===== config.mk =====
export PLATFORM = sky130hd
export DESIGN_NAME = evcap_buf
export DESIGN_NICKNAME = d
export VERILOG_FILES = /design/src/rtl/evcap_pkg.sv /design/src/rtl/evcap_store.sv /design/src/rtl/evcap_wr.sv /design/src/rtl/evcap_drain.sv /design/src/rtl/evcap_satcnt.sv /design/src/rtl/evcap_buf.sv
export SDC_FILE = /design/constraint.sdc
export NUM_CORES = 1
export LEC_CHECK = 0
export BUFFER_PORTS_ARGS = -buffer_cell sky130_fd_sc_hd__buf_2
export CAP_MARGIN = 20
export CORE_MARGIN = 2
export CORE_UTILIZATION = 45
export DETAILED_ROUTE_END_ITERATION = 6
export PLACE_DENSITY = 0.66
export SYNTH_ARGS = -nofsm -noshare
export SYNTH_HDL_FRONTEND = slang
export SYNTH_SLANG_ARGS = --single-unit

===== constraint.sdc =====
create_clock -name clk -period 11.21 [get_ports clk]
set_input_delay 0.5605 -clock clk [delete_from_list [all_inputs] [get_ports clk]]
set_output_delay 0.5605 -clock clk [all_outputs]
set_load 0.02 [all_outputs]

===== src/rtl/evcap_pkg.sv =====
package evcap_pkg;

  typedef enum logic {WR_IDLE, WR_BURST} wr_state_e;

  // Event length chosen by mode.
  function automatic int unsigned ev_len(input logic long_mode,
                                         input int unsigned len_s,
                                         input int unsigned len_l);
    return long_mode ? len_l : len_s;
  endfunction

  // True when a whole event of length len still fits.
  function automatic logic room_for(input int unsigned used,
                                    input int unsigned depth,
                                    input int unsigned len);
    return (used <= depth) && ((depth - used) >= len);
  endfunction

endpackage


===== src/rtl/evcap_store.sv =====
module evcap_store #(
  parameter int unsigned MW    = 17,
  parameter int unsigned DEPTH = 40,
  parameter int unsigned PW    = 6
) (
  input  logic          clk,
  input  logic          we_i,
  input  logic [PW-1:0] waddr_i,
  input  logic [MW-1:0] wdata_i,
  input  logic [PW-1:0] raddr_i,
  output logic [MW-1:0] rdata_o
);
  logic [MW-1:0] mem [DEPTH];

  always_ff @(posedge clk) begin
    if (we_i) mem[waddr_i] <= wdata_i;
  end

  assign rdata_o = mem[raddr_i];
endmodule


===== src/rtl/evcap_wr.sv =====
module evcap_wr
  import evcap_pkg::*;
#(
  parameter int unsigned WORD_W    = 16,
  parameter int unsigned LEN_SHORT = 5,
  parameter int unsigned LEN_LONG  = 12,
  parameter int unsigned DEPTH     = 40,
  parameter int unsigned PW        = 6,
  parameter int unsigned ECW       = 4
) (
  input  logic              clk,
  input  logic              rst_n,
  input  logic              trig_i,
  input  logic              long_mode_i,
  input  logic [WORD_W-1:0] din_i,
  input  logic              full_i,
  input  logic              drain_done_i,
  output logic              busy_o,
  output logic              arm_full_o,
  output logic              accept_o,
  output logic              ovl_o,
  output logic              veto_o,
  output logic              we_o,
  output logic [PW-1:0]     waddr_o,
  output logic [WORD_W:0]   wdata_o,
  output logic [PW-1:0]     used_o,
  output logic [ECW-1:0]    evt_count_o
);
  localparam int unsigned LW = $clog2(LEN_LONG + 1);

  wr_state_e       state_q;
  logic [LW-1:0]   rem_q;
  logic [PW-1:0]   wr_ptr_q;
  logic [ECW-1:0]  ev_cnt_q;
  logic [LW-1:0]   cur_len;
  logic            fits;
  logic            idle;
  logic            last_word;

  assign cur_len   = LW'(ev_len(long_mode_i, LEN_SHORT, LEN_LONG));
  assign fits      = room_for(32'(wr_ptr_q), DEPTH, 32'(cur_len));
  assign idle      = (state_q == WR_IDLE);
  assign arm_full_o = idle & ~fits;
  assign busy_o    = full_i | arm_full_o;
  assign accept_o  = trig_i & idle & ~busy_o;
  assign ovl_o     = trig_i & ~idle;
  assign veto_o    = trig_i & busy_o;
  assign we_o      = accept_o | ~idle;
  assign last_word = accept_o ? (cur_len == LW'(1)) : (rem_q == LW'(1));
  assign waddr_o   = wr_ptr_q;
  assign wdata_o   = {last_word, din_i};
  assign used_o    = wr_ptr_q;
  assign evt_count_o = ev_cnt_q;

  always_ff @(posedge clk or negedge rst_n) begin
    if (!rst_n) begin
      state_q  <= WR_IDLE;
      rem_q    <= '0;
      wr_ptr_q <= '0;
      ev_cnt_q <= '0;
    end else if (drain_done_i) begin
      state_q  <= WR_IDLE;
      rem_q    <= '0;
      wr_ptr_q <= '0;
      ev_cnt_q <= '0;
    end else begin
      if (we_o) wr_ptr_q <= wr_ptr_q + PW'(1);
      if (we_o && last_word) ev_cnt_q <= ev_cnt_q + ECW'(1);
      if (accept_o) begin
        rem_q   <= cur_len - LW'(1);
        state_q <= (cur_len > LW'(1)) ? WR_BURST : WR_IDLE;
      end else if (!idle) begin
        rem_q <= rem_q - LW'(1);
        if (rem_q == LW'(1)) state_q <= WR_IDLE;
      end
    end
  end

  // the write pointer never passes the memory size.
  p_ptr_bound_r4: assert property (@(posedge clk) disable iff (!rst_n)
    32'(wr_ptr_q) <= DEPTH);

  // an overlapping trigger does not restart the burst count.
  p_ovl_keeps_burst_r3: assert property (@(posedge clk) disable iff (!rst_n)
    ovl_o && rem_q > LW'(1) |=> state_q == WR_BURST && rem_q == $past(rem_q) - LW'(1));
endmodule


===== src/rtl/evcap_drain.sv =====
module evcap_drain #(
  parameter int unsigned WORD_W = 16,
  parameter int unsigned DEPTH  = 40,
  parameter int unsigned PW     = 6
) (
  input  logic              clk,
  input  logic              rst_n,
  input  logic              arm_full_i,
  input  logic [PW-1:0]     used_i,
  input  logic              rd_ready_i,
  input  logic [WORD_W:0]   mem_q_i,
  output logic              full_o,
  output logic [PW-1:0]     raddr_o,
  output logic              rd_valid_o,
  output logic [WORD_W-1:0] rd_data_o,
  output logic              rd_last_o,
  output logic              done_o
);
  logic          full_q;
  logic [PW-1:0] rd_ptr_q;
  logic          take;

  assign full_o     = full_q;
  assign raddr_o    = rd_ptr_q;
  assign rd_valid_o = full_q;
  assign rd_data_o  = mem_q_i[WORD_W-1:0];
  assign rd_last_o  = full_q & mem_q_i[WORD_W];
  assign take       = full_q & rd_ready_i;
  assign done_o     = take & (rd_ptr_q == used_i - PW'(1));

  always_ff @(posedge clk or negedge rst_n) begin
    if (!rst_n) begin
      full_q   <= 1'b0;
      rd_ptr_q <= '0;
    end else if (done_o) begin
      full_q   <= 1'b0;
      rd_ptr_q <= '0;
    end else begin
      if (!full_q && arm_full_i) full_q <= 1'b1;
      if (take) rd_ptr_q <= rd_ptr_q + PW'(1);
    end
  end

  // a word that is not taken stays in place.
  p_rd_stable_r6: assert property (@(posedge clk) disable iff (!rst_n)
    rd_valid_o && !rd_ready_i |=> rd_valid_o && $stable(rd_data_o) && $stable(rd_last_o));

  // the read pointer never passes the stored words.
  p_rd_bound_r6: assert property (@(posedge clk) disable iff (!rst_n)
    full_q |-> rd_ptr_q < used_i);
endmodule


===== src/rtl/evcap_satcnt.sv =====
module evcap_satcnt #(
  parameter int unsigned CW = 16
) (
  input  logic          clk,
  input  logic          rst_n,
  input  logic          inc_i,
  output logic [CW-1:0] cnt_o
);
  logic [CW-1:0] cnt_q;
  assign cnt_o = cnt_q;

  always_ff @(posedge clk or negedge rst_n) begin
    if (!rst_n) cnt_q <= '0;
    else if (inc_i && cnt_q != '1) cnt_q <= cnt_q + CW'(1);
  end

  // the counter never wraps from all-ones.
  p_sat_hold_r9: assert property (@(posedge clk) disable iff (!rst_n)
    cnt_q == '1 |=> cnt_q == '1);
endmodule


===== src/rtl/evcap_buf.sv =====
module evcap_buf
  import evcap_pkg::*;
#(
  parameter int unsigned WORD_W    = 16,
  parameter int unsigned LEN_SHORT = 5,
  parameter int unsigned LEN_LONG  = 12,
  parameter int unsigned EVT_CAP   = 8,
  parameter int unsigned CNT_W     = 16,
  localparam int unsigned DEPTH    = EVT_CAP * LEN_SHORT,
  localparam int unsigned PW       = $clog2(DEPTH + 1),
  localparam int unsigned ECW      = $clog2(EVT_CAP + 1)
) (
  input  logic              clk,
  input  logic              rst_n,
  input  logic              trig_i,
  input  logic              long_mode_i,
  input  logic [WORD_W-1:0] din_i,
  output logic              busy_o,
  output logic              ovl_err_o,
  output logic              rd_valid_o,
  input  logic              rd_ready_i,
  output logic [WORD_W-1:0] rd_data_o,
  output logic              rd_last_o,
  output logic [ECW-1:0]    evt_count_o,
  output logic [CNT_W-1:0]  veto_cnt_o,
  output logic [CNT_W-1:0]  ovl_cnt_o
);
  localparam int unsigned MW = WORD_W + 1;

  logic          full_w, arm_full_w, accept_w, ovl_w, veto_w, we_w, done_w;
  logic [PW-1:0] waddr_w, raddr_w, used_w;
  logic [MW-1:0] wdata_w, rdata_w;
  logic [1:0]    inc_w;
  logic [CNT_W-1:0] cnt_w [2];

  evcap_wr #(
    .WORD_W(WORD_W), .LEN_SHORT(LEN_SHORT), .LEN_LONG(LEN_LONG),
    .DEPTH(DEPTH), .PW(PW), .ECW(ECW)
  ) u_wr (
    .clk(clk), .rst_n(rst_n), .trig_i(trig_i), .long_mode_i(long_mode_i),
    .din_i(din_i), .full_i(full_w), .drain_done_i(done_w),
    .busy_o(busy_o), .arm_full_o(arm_full_w), .accept_o(accept_w),
    .ovl_o(ovl_w), .veto_o(veto_w), .we_o(we_w), .waddr_o(waddr_w),
    .wdata_o(wdata_w), .used_o(used_w), .evt_count_o(evt_count_o)
  );

  evcap_store #(.MW(MW), .DEPTH(DEPTH), .PW(PW)) u_store (
    .clk(clk), .we_i(we_w), .waddr_i(waddr_w), .wdata_i(wdata_w),
    .raddr_i(raddr_w), .rdata_o(rdata_w)
  );

  evcap_drain #(.WORD_W(WORD_W), .DEPTH(DEPTH), .PW(PW)) u_drain (
    .clk(clk), .rst_n(rst_n), .arm_full_i(arm_full_w), .used_i(used_w),
    .rd_ready_i(rd_ready_i), .mem_q_i(rdata_w), .full_o(full_w),
    .raddr_o(raddr_w), .rd_valid_o(rd_valid_o), .rd_data_o(rd_data_o),
    .rd_last_o(rd_last_o), .done_o(done_w)
  );

  assign inc_w     = {ovl_w, veto_w};
  assign ovl_err_o = ovl_w;

  for (genvar g = 0; g < 2; g++) begin : g_cnt
    evcap_satcnt #(.CW(CNT_W)) u_cnt (
      .clk(clk), .rst_n(rst_n), .inc_i(inc_w[g]), .cnt_o(cnt_w[g])
    );
  end

  assign veto_cnt_o = cnt_w[0];
  assign ovl_cnt_o  = cnt_w[1];

  // once latched, busy holds until the drain finishes.
  p_busy_hold_r4: assert property (@(posedge clk) disable iff (!rst_n)
    busy_o && !done_w |=> busy_o);

  // nothing is written while busy.
  p_no_store_busy_r5: assert property (@(posedge clk) disable iff (!rst_n)
    busy_o |-> !we_w);

  // a vetoed trigger adds one to the veto counter.
  p_veto_count_r5: assert property (@(posedge clk) disable iff (!rst_n)
    trig_i && busy_o && veto_cnt_o != '1 |=> veto_cnt_o == $past(veto_cnt_o) + CNT_W'(1));

  // no drain word unless busy.
  p_valid_busy_r6: assert property (@(posedge clk) disable iff (!rst_n)
    !busy_o |-> !rd_valid_o);

  // the cycle after the last handshake the buffer is empty and open.
  p_release_r8: assert property (@(posedge clk) disable iff (!rst_n)
    done_w |=> !busy_o && evt_count_o == '0 && !rd_valid_o);

  // an accept is never also counted as overlap or veto.
  p_accept_excl_r1: assert property (@(posedge clk) disable iff (!rst_n)
    accept_w |-> !ovl_err_o && !busy_o);
endmodule


-- Yosys cells after proc, flatten, opt, wreduce, memory -nomap -nowiden
Memory sizes are Yosys's and may differ from the RTL's.
Index checks and enable logic that the tools add are counted.
- memory bits (writable): 680
- bits of input ports: 21
- memories kept: 1
- logic and storage cells: 70
- register bits: 54
- memory list (memory ; depth ; width ; read ports ; clocked after memory_dff ; write ports ; line ; text):
    u_store.mem ; 40 ; 17 ; 1 ; 0 ; 1 ; evcap_store.sv:13 ; logic [MW-1:0] mem [DEPTH];
- multiplexer cells: 20
- reduce and logical (&&, ||, !) cells: 11
- magnitude comparators: 3
- bitwise gates (word level): 13
- equal/unequal tests: 5
- $add $sub $neg: 9
- operator list (kind ; count):
    adder 16 x 1 -> 16 bit (second input constant) ; 2
    greater-or-equal comparator 32 x 4 -> 1 bit ; 1
    inequality test 16 bit (second input constant) ; 2
    two-way mux 4 bit ; 6
    two-way mux 6 bit ; 4
    adder 6 x 1 -> 6 bit (second input constant) ; 2
    two-way mux 1 bit ; 10
    AND 1 bit ; 8
    == test 4 x 1 -> 1 bit (second input constant) ; 2
    nonzero test 2 bit ; 4
    subtractor 4 x 1 -> 4 bit (second input constant) ; 2
    subtractor 6 x 6 -> 7 bit (first input constant) ; 1
    == test 6 bit ; 1
    less-or-equal comparator 6 bit (second input constant) ; 1
    subtractor 6 x 1 -> 6 bit (second input constant) ; 1
    logical AND 1 bit ; 5
    adder 4 x 1 -> 4 bit (second input constant) ; 1
    greater-than comparator 4 x 1 -> 1 bit (second input constant) ; 1
    inverter 1 bit ; 3
    nonzero test 3 bit ; 1
    bitwise OR 1 bit ; 2
    logical NOT 1 bit ; 1

-- Longest topological paths before layout
- depth after elaboration: 12
- depth in mapped cells: 10
- depth with buffers taken out: 8

-- Modules after synthesis
From an unflattened synthesis, not the netlist that was laid out.
- cells, all modules: 1749
- area total of the unflattened synthesis: 30621.9 um^2
- by module, submodules not included (module ; area each (um^2) ; cells each ; times used):
    evcap_store ; 26912.1 ; 1381 ; 1
    evcap_satcnt ; 859.6 ; 72 ; 2
    evcap_wr ; 1298.7 ; 145 ; 1
    evcap_drain ; 691.9 ; 79 ; 1

-- Worst setup path before layout
No wires, ideal clock.
- path kind: reg2reg
- start: register u_wr.wr_ptr_q[0] (netlist: u_wr.used_o[0])
- end: memory u_store.mem[25][0] (enable)
- stages on the path, launching flop included: 10
- buffers on the path: 2
- clock period less this slack: 3.974 ns
- path slack: 7.236 ns
- required time: 10.775 ns
- data arrival time: 3.540 ns
- cells stage by stage: dfrtp_1 -> buf_6 -> inv_1 -> ha_1 -> nor2b_1 -> nor2_1 -> o31ai_1 -> a31oi_1 -> buf_2 -> nor4_1
- cells in the longest elaborated chain, start to end: 11
- RTL lines (item ; line ; text):
    start: declaration ; evcap_wr.sv:33 ; logic [PW-1:0] wr_ptr_q;
    start signal: assignment ; evcap_wr.sv:67 ; if (we_o) wr_ptr_q <= wr_ptr_q + PW'(1);
    subtractor 6 x 6 -> 7 bit ; evcap_pkg.sv:16 ; return (used <= depth) && ((depth - used) >= len);
    greater-or-equal comparator 32 x 4 -> 1 bit ; evcap_pkg.sv:16 ;
    logical AND 1 bit ; evcap_pkg.sv:16 ;
    inverter 1 bit ; evcap_wr.sv:43 ; assign arm_full_o = idle & ~fits;
    AND 1 bit ; evcap_wr.sv:43 ;
    bitwise OR 1 bit ; evcap_wr.sv:44 ; assign busy_o = full_i | arm_full_o;
    inverter 1 bit ; evcap_wr.sv:45 ; assign accept_o = trig_i & idle & ~busy_o;
    AND 1 bit ; evcap_wr.sv:45 ;
    bitwise OR 1 bit ; evcap_wr.sv:48 ; assign we_o = accept_o | ~idle;
    two-way mux 1 bit ; evcap_store.sv:16 ; if (we_i) mem[waddr_i] <= wdata_i;
    two-way mux 1 bit (not written as such) ; evcap_store.sv:16 ;
    end: declaration ; evcap_store.sv:13 ;
Parallel ways exist; a longest one is shown, timed or not.

-- Final worst setup path
- start: register u_drain.rd_ptr_q[0] (netlist: u_drain.raddr_o[0])
- end: output port rd_data_o[9]
- cells in the longest elaborated chain, start to end: 1
- RTL lines (item ; line ; text):
    start: declaration ; evcap_drain.sv:20 ; logic [PW-1:0] rd_ptr_q;
    start signal: assignment ; evcap_drain.sv:40 ; if (take) rd_ptr_q <= rd_ptr_q + PW'(1);
    memory (40 x 17 bit) ; n/a ;
    end: declaration ; evcap_buf.sv:22 ; output logic [WORD_W-1:0] rd_data_o,
Every way passes these cells.

==> metrics <==
design area=32800 µm²; LEAKAGE=about 0.011 µW; vias post-DR=14500; Power Total=7850 µW; post-synth top area share=70.8%; post-detail-place hpwl=39600 µm; top_reg_cell synth=edfxtp_1; Initial DRC Count=1427; Post-CTS Hold Buffers=0; Crit Path Class=flop to primary output; syn_nets=1463; top post-synthesis cells by count=edfxtp_1 (680), mux4_2 (154), nor2_1 (61); final hold viol count=0; crit path launch type=flop; ranking of synthesized cells by area=edfxtp_1 (71%), mux4_2 (12%), dfrtp_1 (4.7%); VDD IR max=134 µV; largest net degree at the start of global routing=141; clock skew=0.0204 ns; root buf cell=clkbuf_16; crit path DAT=4.26 ns; status=completed; synthesized area per cell=20.1 µm²; flops & latches, synth=around 730; Slew HR=between 30% and 40%; first-pass GRT wire length=96400 µm; Syn Inst Count=about 1400; Worst Path Required=approximately 11 ns; Worst R2R Path Depth=9; leading area contributor after synthesis=edfxtp_1; Pre-antenna DRT Iters=5; Die Wd=about 260 µm; worst-skew pair later-pin latency=0.63 ns; Tightest Pin Transition=slightly below 1 ns; final worst-path cycle share=43.0%; CP Max Fanout=39; register area share after synthesis=75.5%; placer congestion estimate=0.813; total track usage=20.0%; Area growth, synth to finish=13.7%; fraction of layout cells with a size suffix above 1=27.4%; grt total ovfl=0; fin crit period=4.82 ns; area of the die=66100 µm²; initial antenna violation count=3; CTS buffer count=73; kind of end point of the critical path=primary output; I/O Buffers=76; PwrDens=239 nW/µm²; core area=63200 µm²; Ports=77; Vias/cell=5.87; max frequency=0.207 GHz; CTS resizes=0; Max-Cap Viols=0; Post-synth EDFFs=680; asr flop ratio synth=roughly 7.4%; setup violators final=0; Final TNS setup=0 ns; wirelength, routed=66100 µm; FP Rows=92; CTS clk-pin slew, worst paths=0.06 ns; fin nets=1592; clk sinks=~730; CTS tree=built; RSZ-0062 raised after global routing=no; post-CTS setup buffer count=0; drc violations=0; Yosys Warn Count=0; Min-Delay Path Class=input port to asynchronous set/reset pin; placed instance area=30600 µm²; Synth cell types=56; DIE HEIGHT=257 µm; WL/cell=26.8 µm; antenna viol nets, final=0; H-tree depth=3; most frequent cell after synthesis=edfxtp_1; Slew Limit Fails=0; Cell Area, Synth=28800 µm²; vias in the first global route=roughly 15000; CTS max path bufs=3; Initial Util=45.6%
==> critical path: stages (launching register included) <==
cell and delay [ns]:
dfrtp_4 0.98, buf_4 0.64, nand2_1 0.58, o22ai_1 0.27, a211oi_1 0.08, a2111oi_0 0.56, a21o_1 0.23, buf_2 0.20
==> registers in the layout (all words and copies together), names as in the netlist <==
name and cells:
g_cnt.u_cnt.cnt_o 32, u_drain.full_o 1, u_drain.raddr_o 6, u_store.mem 680, u_wr.evt_count_o 4, u_wr.rem_q 4
u_wr.state_q 1, u_wr.used_o 6
==> worst paths after layout <==
check	from	end	slack, ns
worst max-delay path	u_drain.raddr_o[0]$_DFFE_PN0P_	rd_data_o[9]	6.39
worst max register to register	u_wr.used_o[0]$_DFFE_PN0P_	u_store.mem[36][4]$_DFFE_PP_	7.46
max in group asynchronous	rst_n	u_drain.raddr_o[0]$_DFFE_PN0P_	10.60
min in group clk	rd_ready_i	u_drain.raddr_o[1]$_DFFE_PN0P_	0.23
worst min-delay path	rst_n	g_cnt[0].u_cnt.cnt_o[1]$_DFFE_PN0P_	0.08
worst min register to register	g_cnt[1].u_cnt.cnt_o[9]$_DFFE_PN0P_	g_cnt[1].u_cnt.cnt_o[9]$_DFFE_PN0P_	0.49
==> layer usage <==
| metal | share of wire [%] | global-route usage (%) | vias to the layer above |
|---|---|---|---|
| met5 | 0.015 | 0 | - |
| met4 | 2.7 | 6.36 | 2 |
| met3 | 5.8 | 3.85 | 99 |
| met2 | 49 | 32.7 | 468 |
| met1 | 42 | 27.2 | 7729 |
| li1 | - | - | 6175 |
==> per-stage QoR <==
step | hold slack (ns) | std cells | util, % | setup WS, ns
4_1_cts | 0.0812 | 2463 | 51.9 | 6.32
3_3_place_gp | 0.474 | 2319 | 48.0 | 7.02
6_report | 0.0815 | 2465 | 51.9 | 6.39
3_5_place_dp | 0.488 | 2332 | 48.4 | 6.99
2_1_floorplan | 0.265 | 1432 | - | 7.24
5_1_grt | 0.137 | 2463 | 51.9 | 6.07
==> cell type report <==
cell class	instances	area (µm²)
fillers	4935	30400
flip-flops and latches	734	21800
multi-input cells	608	6750
clock buffers	92	1930
well taps	846	1060
repair buffers	133	961
clock inverters	39	275
inverters	11	41.3
diodes	2	5.00
==> layout by cell type, fill, tap and decap left out, drive strengths merged, types with 12 or more instances in the layout <==
cell,n
edfxtp,680
mux4,154
buf,133
clkbuf,92
nor2,61
dfrtp,54
xnor2,38
nand2,37
mux2i,37
o22ai,36
clkinv,35
nand3,21
mux2,20
a211oi,16
nand4,14
nor3,14
inv,14
xor2,12
==> power breakdown <==
group / total [µW] / switching, µW / internal [µW]
Clock: 2240 / 1010 / 1230
Combinational: 2180 / 1240 / 938
Sequential: 3430 / 216 / 3220
Total: 7850 / 2460 / 5390
==> logic make-up (layout without fill, tap and decap cells) <==
kind of cell,count (synthesis),after routing,synth area share (%)
flip-flops,734,734,75.5
multiplexers,211,211,14.1
AND/OR/NAND/NOR,204,204,3.56
AO/OA/AOI/OAI,133,133,3.47
buffers and inverters,90,275,1.46
XOR/XNOR,50,50,1.52
adder cells (fa/ha/maj),10,10,0.434
other,0,2,0
Note: power is estimated with default switching activity, not from simulation.
